File: src/rtl/gpio_dp_pkg.sv
package gpio_dp_pkg;

  // Byte offsets of the port registers.
  localparam int unsigned OFS_LATCH = 'h00;
  localparam int unsigned OFS_SET   = 'h04;
  localparam int unsigned OFS_CLR   = 'h08;
  localparam int unsigned OFS_TGL   = 'h0C;
  localparam int unsigned OFS_PINS  = 'h10;
  localparam int unsigned OFS_DIR   = 'h14;

  typedef enum logic [1:0] {
    RD_NONE  = 2'd0,
    RD_LATCH = 2'd1,
    RD_DIR   = 2'd2,
    RD_PINS  = 2'd3
  } rdSel_e;

  typedef struct packed {
    logic   wrLatch;
    logic   wrSet;
    logic   wrClr;
    logic   wrTgl;
    logic   wrDir;
    rdSel_e rdSel;
  } ctlStrobes_t;

endpackage

File: src/rtl/gpio_dp_ctrl.sv
module gpio_dp_ctrl
  import gpio_dp_pkg::*;
#(
  parameter int ADDR_W = 8
) (
  input  logic              busWrEn,
  input  logic              busRdEn,
  input  logic [ADDR_W-1:0] busAddr,
  output ctlStrobes_t       strobes
);

  localparam logic [ADDR_W-1:0] A_LATCH = ADDR_W'(OFS_LATCH);
  localparam logic [ADDR_W-1:0] A_SET   = ADDR_W'(OFS_SET);
  localparam logic [ADDR_W-1:0] A_CLR   = ADDR_W'(OFS_CLR);
  localparam logic [ADDR_W-1:0] A_TGL   = ADDR_W'(OFS_TGL);
  localparam logic [ADDR_W-1:0] A_PINS  = ADDR_W'(OFS_PINS);
  localparam logic [ADDR_W-1:0] A_DIR   = ADDR_W'(OFS_DIR);

  always_comb begin
    strobes = '0;
    strobes.rdSel = RD_NONE;
    if (busWrEn) begin
      unique case (busAddr)
        A_LATCH: strobes.wrLatch = 1'b1;
        A_SET:   strobes.wrSet   = 1'b1;
        A_CLR:   strobes.wrClr   = 1'b1;
        A_TGL:   strobes.wrTgl   = 1'b1;
        A_DIR:   strobes.wrDir   = 1'b1;
        default: ;
      endcase
    end
    if (busRdEn) begin
      unique case (busAddr)
        A_LATCH: strobes.rdSel = RD_LATCH;
        A_DIR:   strobes.rdSel = RD_DIR;
        A_PINS:  strobes.rdSel = RD_PINS;
        default: strobes.rdSel = RD_NONE;
      endcase
    end
  end

endmodule

File: src/rtl/gpio_dp_path.sv
module gpio_dp_path
  import gpio_dp_pkg::*;
#(
  parameter int PIN_W       = 32,
  parameter int SYNC_STAGES = 2
) (
  input  logic             clk,
  input  logic             rstN,
  input  ctlStrobes_t      strobes,
  input  logic [PIN_W-1:0] wrData,
  input  logic [PIN_W-1:0] pinIn,
  output logic [PIN_W-1:0] rdData,
  output logic [PIN_W-1:0] pinOut,
  output logic [PIN_W-1:0] pinOe
);

  logic [PIN_W-1:0] latchQ, latchNext;
  logic [PIN_W-1:0] dirQ;
  logic [PIN_W-1:0] syncQ [SYNC_STAGES];

  always_comb begin
    latchNext = latchQ;
    if (strobes.wrLatch) latchNext = wrData;
    if (strobes.wrSet)   latchNext = latchQ | wrData;
    if (strobes.wrClr)   latchNext = latchQ & ~wrData;
    if (strobes.wrTgl)   latchNext = latchQ ^ wrData;
  end

  always_ff @(posedge clk or negedge rstN) begin
    if (!rstN) begin
      latchQ <= '0;
      dirQ   <= '0;
    end else begin
      latchQ <= latchNext;
      if (strobes.wrDir) dirQ <= wrData;
    end
  end

  genvar s;
  generate
    for (s = 0; s < SYNC_STAGES; s++) begin : g_sync
      always_ff @(posedge clk or negedge rstN) begin
        if (!rstN)       syncQ[s] <= '0;
        else if (s == 0) syncQ[s] <= pinIn;
        else             syncQ[s] <= syncQ[(s == 0) ? 0 : s-1];
      end
    end
  endgenerate

  always_comb begin
    unique case (strobes.rdSel)
      RD_LATCH: rdData = latchQ;
      RD_DIR:   rdData = dirQ;
      RD_PINS:  rdData = syncQ[SYNC_STAGES-1];
      default:  rdData = '0;
    endcase
  end

  assign pinOe  = dirQ;
  assign pinOut = latchQ & dirQ;

endmodule

File: src/rtl/gpio_data_port.sv
module gpio_data_port
  import gpio_dp_pkg::*;
#(
  parameter int PIN_W  = 32,
  parameter int ADDR_W = 8
) (
  input  logic              clk,
  input  logic              rstN,
  input  logic              busWrEn,
  input  logic              busRdEn,
  input  logic [ADDR_W-1:0] busAddr,
  input  logic [PIN_W-1:0]  busWrData,
  output logic [PIN_W-1:0]  busRdData,
  input  logic [PIN_W-1:0]  pinIn,
  output logic [PIN_W-1:0]  pinOut,
  output logic [PIN_W-1:0]  pinOe
);

  ctlStrobes_t strobes;

  gpio_dp_ctrl #(.ADDR_W(ADDR_W)) u_ctrl (
    .busWrEn (busWrEn),
    .busRdEn (busRdEn),
    .busAddr (busAddr),
    .strobes (strobes)
  );

  gpio_dp_path #(.PIN_W(PIN_W), .SYNC_STAGES(2)) u_path (
    .clk     (clk),
    .rstN    (rstN),
    .strobes (strobes),
    .wrData  (busWrData),
    .pinIn   (pinIn),
    .rdData  (busRdData),
    .pinOut  (pinOut),
    .pinOe   (pinOe)
  );

endmodule

File: config.mk
export PLATFORM = sky130hd
export DESIGN_NAME = gpio_data_port
export DESIGN_NICKNAME = d
export VERILOG_FILES = /design/src/rtl/gpio_dp_pkg.sv /design/src/rtl/gpio_dp_ctrl.sv /design/src/rtl/gpio_dp_path.sv /design/src/rtl/gpio_data_port.sv
export SDC_FILE = /design/constraint.sdc
export NUM_CORES = 1
export LEC_CHECK = 0
export BUFFER_PORTS_ARGS = -buffer_cell sky130_fd_sc_hd__buf_4
export CAP_MARGIN = 30
export CORE_UTILIZATION = 35
export CTS_CLUSTER_SIZE = 8
export DETAILED_ROUTE_END_ITERATION = 6
export SYNTH_ARGS = -nofsm -noshare
export SYNTH_HDL_FRONTEND = slang
export SYNTH_HIERARCHICAL = 1
export SYNTH_SLANG_ARGS = --single-unit
File: constraint.sdc
create_clock -name clk -period 6.5 [get_ports clk]
set_input_delay 1.3 -clock clk [delete_from_list [all_inputs] [get_ports clk]]
set_output_delay 1.3 -clock clk [all_outputs]
set_load 0.05 [all_outputs]
==> results by group, run 1 <==
Run status
  – Status: complete, no violations

Worst setup path
  – Worst path required time: 5.20 ns
  – Worst setup SP type: primary input
  – R2R Setup Slk: approximately 5.2 ns
  – Reg2reg end: u_path/latchQ[20]$_DFFE_PN0P_
  – Worst Path Arrival: 3.59 ns
  – Crit path capture type: output port
  – Critical setup path kind: in -> out
  – Worst Path Max Fanout: 32
  – R2R depth: 4
  – Worst setup startpoint: busAddr[1]
  – Worst r2r src: u_path/latchQ[20]$_DFFE_PN0P_
  – Worst Setup EP: busRdData[25]

Clocking
  – Post-CTS sizing: 0
  – Clk slew on worst S/H paths: 0.05 ns
  – Clock insertion delay at the later pin of the skew report: 0.41 ns
  – CTS max path bufs: 2
  – H-tree lvl count: 4
  – CTS tree: yes
  – Setup Buffers After CTS: 0
  – CTS buffer count: 17
  – Hold buffer count at cts: 0
  – Clock sink total: 128
  – Root Driver: clkbuf_16

Routing
  – DRC: 0
  – Vias: between 5000 and 6000
  – DR vias/cell: 4.96
  – DRT iter0 DRCs: between 200 and 250
  – First-pass DRT Iterations: 4
  – Routed length per placed instance: 16.6 µm
  – Final wirelength: approximately 17 mm
  – Post-DRT Antenna Nets: 0

GRT
  – Gr usage total: 18.0%
  – Vias in the first global route: 5327
  – Initial antenna violation count: 0
  – First-pass GRT wire length: roughly 28 mm
  – GRT overflow: 0
  – Largest net degree at the start of global routing: 70

Yosys
  – Prevailing post-synth register cell: dfrtp_1
  – Flops & latches, synth: 128
  – Synth top area cells: dfrtp_1 (47%), ha_1 (12%), mux2_2 (11%)
  – Syn_nets: 757
  – Mapped Cells: roughly 620
  – Yosys top cell area share: 47.0%
  – Synthesized area per cell: 11.0 µm²
  – Yosys cell types: 26
  – Leading cell types by count after synthesis: dfrtp_1 (128), inv_1 (66), mux2_2 (65)
  – Cell Area, Synth: 6810 µm²
  – Seq/Total Area, Yosys: 47.0%
  – Post-synth top area cell: dfrtp_1
  – Yosys synthesis warning count: 6
  – Most frequent cell after synthesis: dfrtp_1
  – Number of enable flip-flop cells after synthesis: 0
  – Ys async rst share: 100%

Floorplan
  – DIE WIDTH: between 100 and 150 µm
  – Die ar.: 20000 µm²
  – Initial core utilization: 36.0%
  – Core box area: 18900 µm²
  – IO Pins: 172
  – Die height: 141 µm
  – Cell Rows: 50

Finish
  – FF+latch area: around 3200 µm²
  – Final instance area: just under 9000 µm²
  – Nets: slightly above 900
  – Post-layout util: around 47%
  – Final Non-Filler Cells: 1048
  – Fillers: between 1500 and 2000
  – Synthesis-to-finish area growth: 30.3%
  – Share of post-route cells with drive strength above 1: 36.3%
  – Antenna cells: 0
  – Multi-input gate area: 3170 µm²

Timing
  – Slack of the critical path: 1.61 ns
  – Least-Margin Pin Slew: 0.984 ns
  – Final period util: 75.2%
  – Setup_tns: 0 ns
  – Final setup fails: 0
  – Hold slack final: 0.347 ns
  – Layout Skew: 0.00476 ns
  – Max Slew Vio Count: 0
  – Count of final hold-check violations: 0
  – RSZ-0062 raised after global routing: no
  – F_max: 205 MHz
  – Slew Limit Headroom: 34.3%
  – Final min period: 4.89 ns

Pwr
  – Peak VDD IR: approximately 0.00018 V
  – Pwr dens: 251 nW/µm²
  – Overall power: 2.22 mW
  – Leak: approximately 4.4 nW

Placed design
  – Placed insts: between 1000 and 1500
  – Post-Place Setup Slack: 1.61 ns
  – RD Place Congestion: between 0.7 and 0.8
  – Detailed Place HPWL: 11.3 mm
  – Placement-stage cell area: 8300 µm²
  – Input/output buffers: 171

Flow run
  – Max Cap Violations: 0

Worst hold path
  – Worst hold path type: reg -> reg
  – Worst hold path startpoint: u_path/syncQ[37]$_DFF_PN0_
## sequential cells by signal (all words and copies together), names as in the netlist
signal and flops:
u_path/latchQ 32, u_path/pinOe 32, u_path/syncQ 64
## how the worst min path moves through the flow
stage	end	slack, ns	depth (start not counted)
6_report	u_path/syncQ[5]$_DFF_PN0_	0.35	0
5_1_grt	u_path/syncQ[18]$_DFF_PN0_	0.35	0
4_1_cts	u_path/syncQ[29]$_DFF_PN0_	0.34	0
3_5_place_dp	u_path/syncQ[20]$_DFF_PN0_	0.34	0
3_3_place_gp	u_path/syncQ[20]$_DFF_PN0_	0.33	0
2_1_floorplan	u_path/syncQ[0]$_DFF_PN0_	0.33	0
## power by group
| part | internal, mW | leakage, nW | switching (mW) |
|---|---|---|---|
| logic | 0.144 | 2.50 | 0.184 |
| clock network | 0.565 | 0.269 | 0.364 |
| registers | 0.877 | 1.59 | 0.0905 |
| total | 1.59 | 4.36 | 0.638 |
## worst max-delay path, cell delays in order
cell and delay, ns:
buf_4 0.11, or3_2 0.56, nor4_2 0.24, nor2b_4 0.86, a22o_1 0.29, buf_4 0.20
## placed cells by master, fill, tap and decap left out, types with 2 or more instances in the layout
cell type,n
mux2_2,65
nor2b_1,25
a21oi_1,3
o211ai_1,19
nor4_2,2
and2_1,32
clkinvlp_4,4
nor2b_4,2
dfrtp_1,128
clkinv_2,3
nand2_1,21
bufinv_16,2
buf_4,178
nor2_1,31
inv_1,66
a31oi_1,31
ha_1,64
a22oi_1,31
clkinv_4,3
clkbuf_1,2
o21ai_0,13
a22o_1,32
clkbuf_16,17
nor3_2,4
## layout make-up
type                       count  share of cell area (%)
clock inverter                13                    1.58
sequential                   128                    36.1
tap                          260                    3.67
clock buffer                  19                    4.88
inverter                      66                    2.79
timing repair buffer         179                    15.2
multi-input combinational    383                    35.8
## routing by layer
layer  vias to the layer above  share of wire, %  global-route usage, %  routed length (µm)
met5                         -                 0                      0                   0
met4                         0              0.85                   4.53                 148
met3                        11               5.2                   5.06                 901
met2                       150                48                   29.8                8310
met1                      2585                46                   23.2                7990
li1                       2448                 -                      -                   -
## kinds of logic (layout without fill, tap and decap cells)
| logic type | Yosys count | in the layout | synth area share [%] |
|---|---|---|---|
| simple gates | 125 | 125 | 9.81 |
| buf+inv | 106 | 277 | 6.98 |
| flops | 128 | 128 | 47.0 |
| compound gates | 129 | 129 | 13.7 |
| fa+ha+maj | 64 | 64 | 11.8 |
| mux | 65 | 65 | 10.7 |
(Power assumes the default switching activity.)
==> run 2, diff against run 1 <==
--- a/config.mk
+++ b/config.mk
@@ -5,6 +5,7 @@
 export SDC_FILE = /design/constraint.sdc
 export NUM_CORES = 1
 export LEC_CHECK = 0
+export ABC_AREA = 1
 export BUFFER_PORTS_ARGS = -buffer_cell sky130_fd_sc_hd__buf_4
 export CAP_MARGIN = 30
 export CORE_UTILIZATION = 35
==> constraint.sdc (replaced) <==
create_clock -name clk -period 4.9 [get_ports clk]
set_input_delay 0.98 -clock clk [delete_from_list [all_inputs] [get_ports clk]]
set_output_delay 0.98 -clock clk [all_outputs]
set_load 0.05 [all_outputs]
==> results by group, run 2 <==
Run status
  – Status: complete, no violations

Worst setup path
  – Worst Path Max Fanout: 12
  – Reg2reg end: u_path/latchQ[1]$_DFFE_PN0P_
  – Worst r2r src: u_path/latchQ[1]$_DFFE_PN0P_
  – Worst setup SP type: primary input
  – Worst path required time: 3.92 ns
  – Worst Path Arrival: around 2.8 ns
  – Crit path capture type: output port
  – Critical setup path kind: in -> out
  – R2R Setup Slk: 3.60 ns
  – R2R depth: 8

Yosys
  – Synthesized area per cell: 7.63 µm²
  – Most frequent cell after synthesis: nand2_1
  – Cell Area, Synth: 7310 µm²
  – Yosys cell types: 22
  – Syn_nets: 1098
  – Number of enable flip-flop cells after synthesis: 0
  – Ys async rst share: 100%
  – Prevailing post-synth register cell: dfrtp_1
  – Seq/Total Area, Yosys: 43.8%
  – Flops & latches, synth: 128
  – Leading cell types by count after synthesis: nand2_1 (335), dfrtp_1 (128), inv_1 (124)
  – Synth top area cells: dfrtp_1 (44%), nand2_1 (17%), ha_1 (11%)
  – Yosys top cell area share: between 40% and 50%
  – Mapped Cells: ~960
  – Yosys synthesis warning count: 6
  – Post-synth top area cell: dfrtp_1

Clocking
  – H-tree lvl count: 4
  – Clock sink total: 128
  – CTS max path bufs: 2
  – Setup Buffers After CTS: 0
  – Clk slew on worst S/H paths: 0.06 ns
  – CTS buffer count: 17
  – Hold buffer count at cts: 0
  – Post-CTS sizing: 0
  – Root Driver: clkbuf_16
  – CTS tree: yes
  – Clock insertion delay at the later pin of the skew report: 0.42 ns

Timing
  – RSZ-0062 raised after global routing: no
  – Final min period: 3.77 ns
  – Slack of the critical path: approximately 1.1 ns
  – Final setup fails: 0
  – Least-Margin Pin Slew: 0.897 ns
  – Count of final hold-check violations: 0
  – Max Slew Vio Count: 0
  – Layout Skew: ~0.0023 ns
  – F_max: 265 MHz
  – Final period util: 77.0%
  – Slew Limit Headroom: 40.2%
  – Hold slack final: roughly 0.35 ns
  – Setup_tns: 0 ns

Pwr
  – Clock power frac: a little over two fifths
  – Sw Share: 29.1%
  – Pwr dens: 329 nW/µm²
  – Sequential share of power: 40.1%
  – Sw Pwr: 897 µW
  – Peak VDD IR: 0.000223 V
  – Overall power: 3.08 mW
  – Int Pwr: 2.19 mW
  – Gate power share: 16.0%
  – Leak: 5.16 nW

Worst hold path
  – Hold path cells: 0
  – Worst hold path startpoint: u_path/syncQ[52]$_DFF_PN0_
  – Worst hold path type: reg -> reg
  – Worst Hold End: u_path/syncQ[20]$_DFF_PN0_

Placed design
  – RD Place Congestion: 0.758
  – Detailed Place HPWL: about 13 mm
  – Post-Place Setup Slack: 1.10 ns
  – Input/output buffers: ~170
  – Placed insts: roughly 1400
  – Placement-stage cell area: ~8800 µm²

Finish
  – Most common cell after layout, fill and taps aside: nand2_1
  – Post-layout util: between 40% and 50%
  – FF+latch area: 3200 µm²
  – Max reg flops: 64
  – Nets: 1252
  – Fillers: 2037
  – Final Non-Filler Cells: 1395
  – Share of post-route cells with drive strength above 1: 20.3%
  – Most frequent cells in the layout: nand2_1 (335), buf_4 (182), dfrtp_1 (128)
  – Antenna cells: 0
  – Synthesis-to-finish area growth: 28.3%
  – Largest Register: u_path/syncQ
  – Final instance area: around 9400 µm²
  – Multi-input gate area: about 3300 µm²

Routing
  – Post-DRT Antenna Nets: 0
  – DRT iter0 DRCs: 320
  – Final wirelength: 19.9 mm
  – Vias: 6333
  – First-pass DRT Iterations: 4
  – DRC: 0
  – DR vias/cell: 4.54
  – Routed length per placed instance: 14.3 µm

GRT
  – First-pass GRT wire length: 32.4 mm
  – GRT overflow: 0
  – Vias in the first global route: 6160
  – Gr usage total: 19.4%
  – Initial antenna violation count: 0
  – Largest net degree at the start of global routing: 95

Floorplan
  – Cell Rows: 52
  – Die ar.: 21500 µm²
  – DIE WIDTH: 147 µm
  – Initial core utilization: 35.9%
  – Core box area: 20400 µm²
  – Die height: 147 µm
  – IO Pins: 172

Flow run
  – Max Cap Violations: 0
run 2: kinds of logic (layout without fill, tap and decap cells):
logic type	count (synthesis)	in the layout	synth area share, %
compound gates	64	64	5.48
fa+ha+maj	64	64	11.0
buf+inv	195	362	11.9
simple gates	507	507	27.9
flops	128	128	43.8
run 2: layout make-up:
class	count	share of cell area (%)
Sequential cell	128	34.1
Clock buffer	19	4.72
Inverter	147	5.88
Multi-Input combinational cell	635	35.0
Clock inverter	13	1.97
Tap cell	270	3.60
Timing Repair Buffer	183	14.7
run 2: power groups by stage:
stage          combinational [mW]  clock (mW)  sequential [mW]
3_3_place_gp                0.486           0             1.25
5_1_grt                     0.549        1.44             1.25
4_1_cts                     0.498        1.39             1.24
2_1_floorplan               0.241           0             1.30
6_report                    0.492        1.35             1.24
3_5_place_dp                0.496           0             1.25
run 2: critical path: stages:
cell,delay [ns]
buf_4,0.11
nor2_2,0.15
nand3_1,0.21
nor2_4,0.18
nand2_1,0.08
inv_1,0.37
buf_4,0.31
nand2_1,0.08
o211ai_1,0.10
buf_4,0.23
run 2: how the worst max path moves through the flow:
stage	endpoint	slack, ns	from	cells past startpoint
final	busRdData[8]	1.13	busAddr[7]	10
after detailed placement	busRdData[16]	1.10	busAddr[7]	10
after CTS	busRdData[10]	1.08	busAddr[7]	10
after global placement	busRdData[16]	1.18	busAddr[7]	10
after floorplan	busRdData[0]	1.34	busAddr[1]	9
after global routing	busRdData[8]	0.93	busAddr[7]	10
run 2: layer usage:
metal	global-route usage (%)	up-vias	wire length, µm
met4	5.63	0	254
met5	0	-	0
met3	4.84	17	1100
met2	32.3	170	9480
met1	24.7	2932	9110
li1	-	3214	-
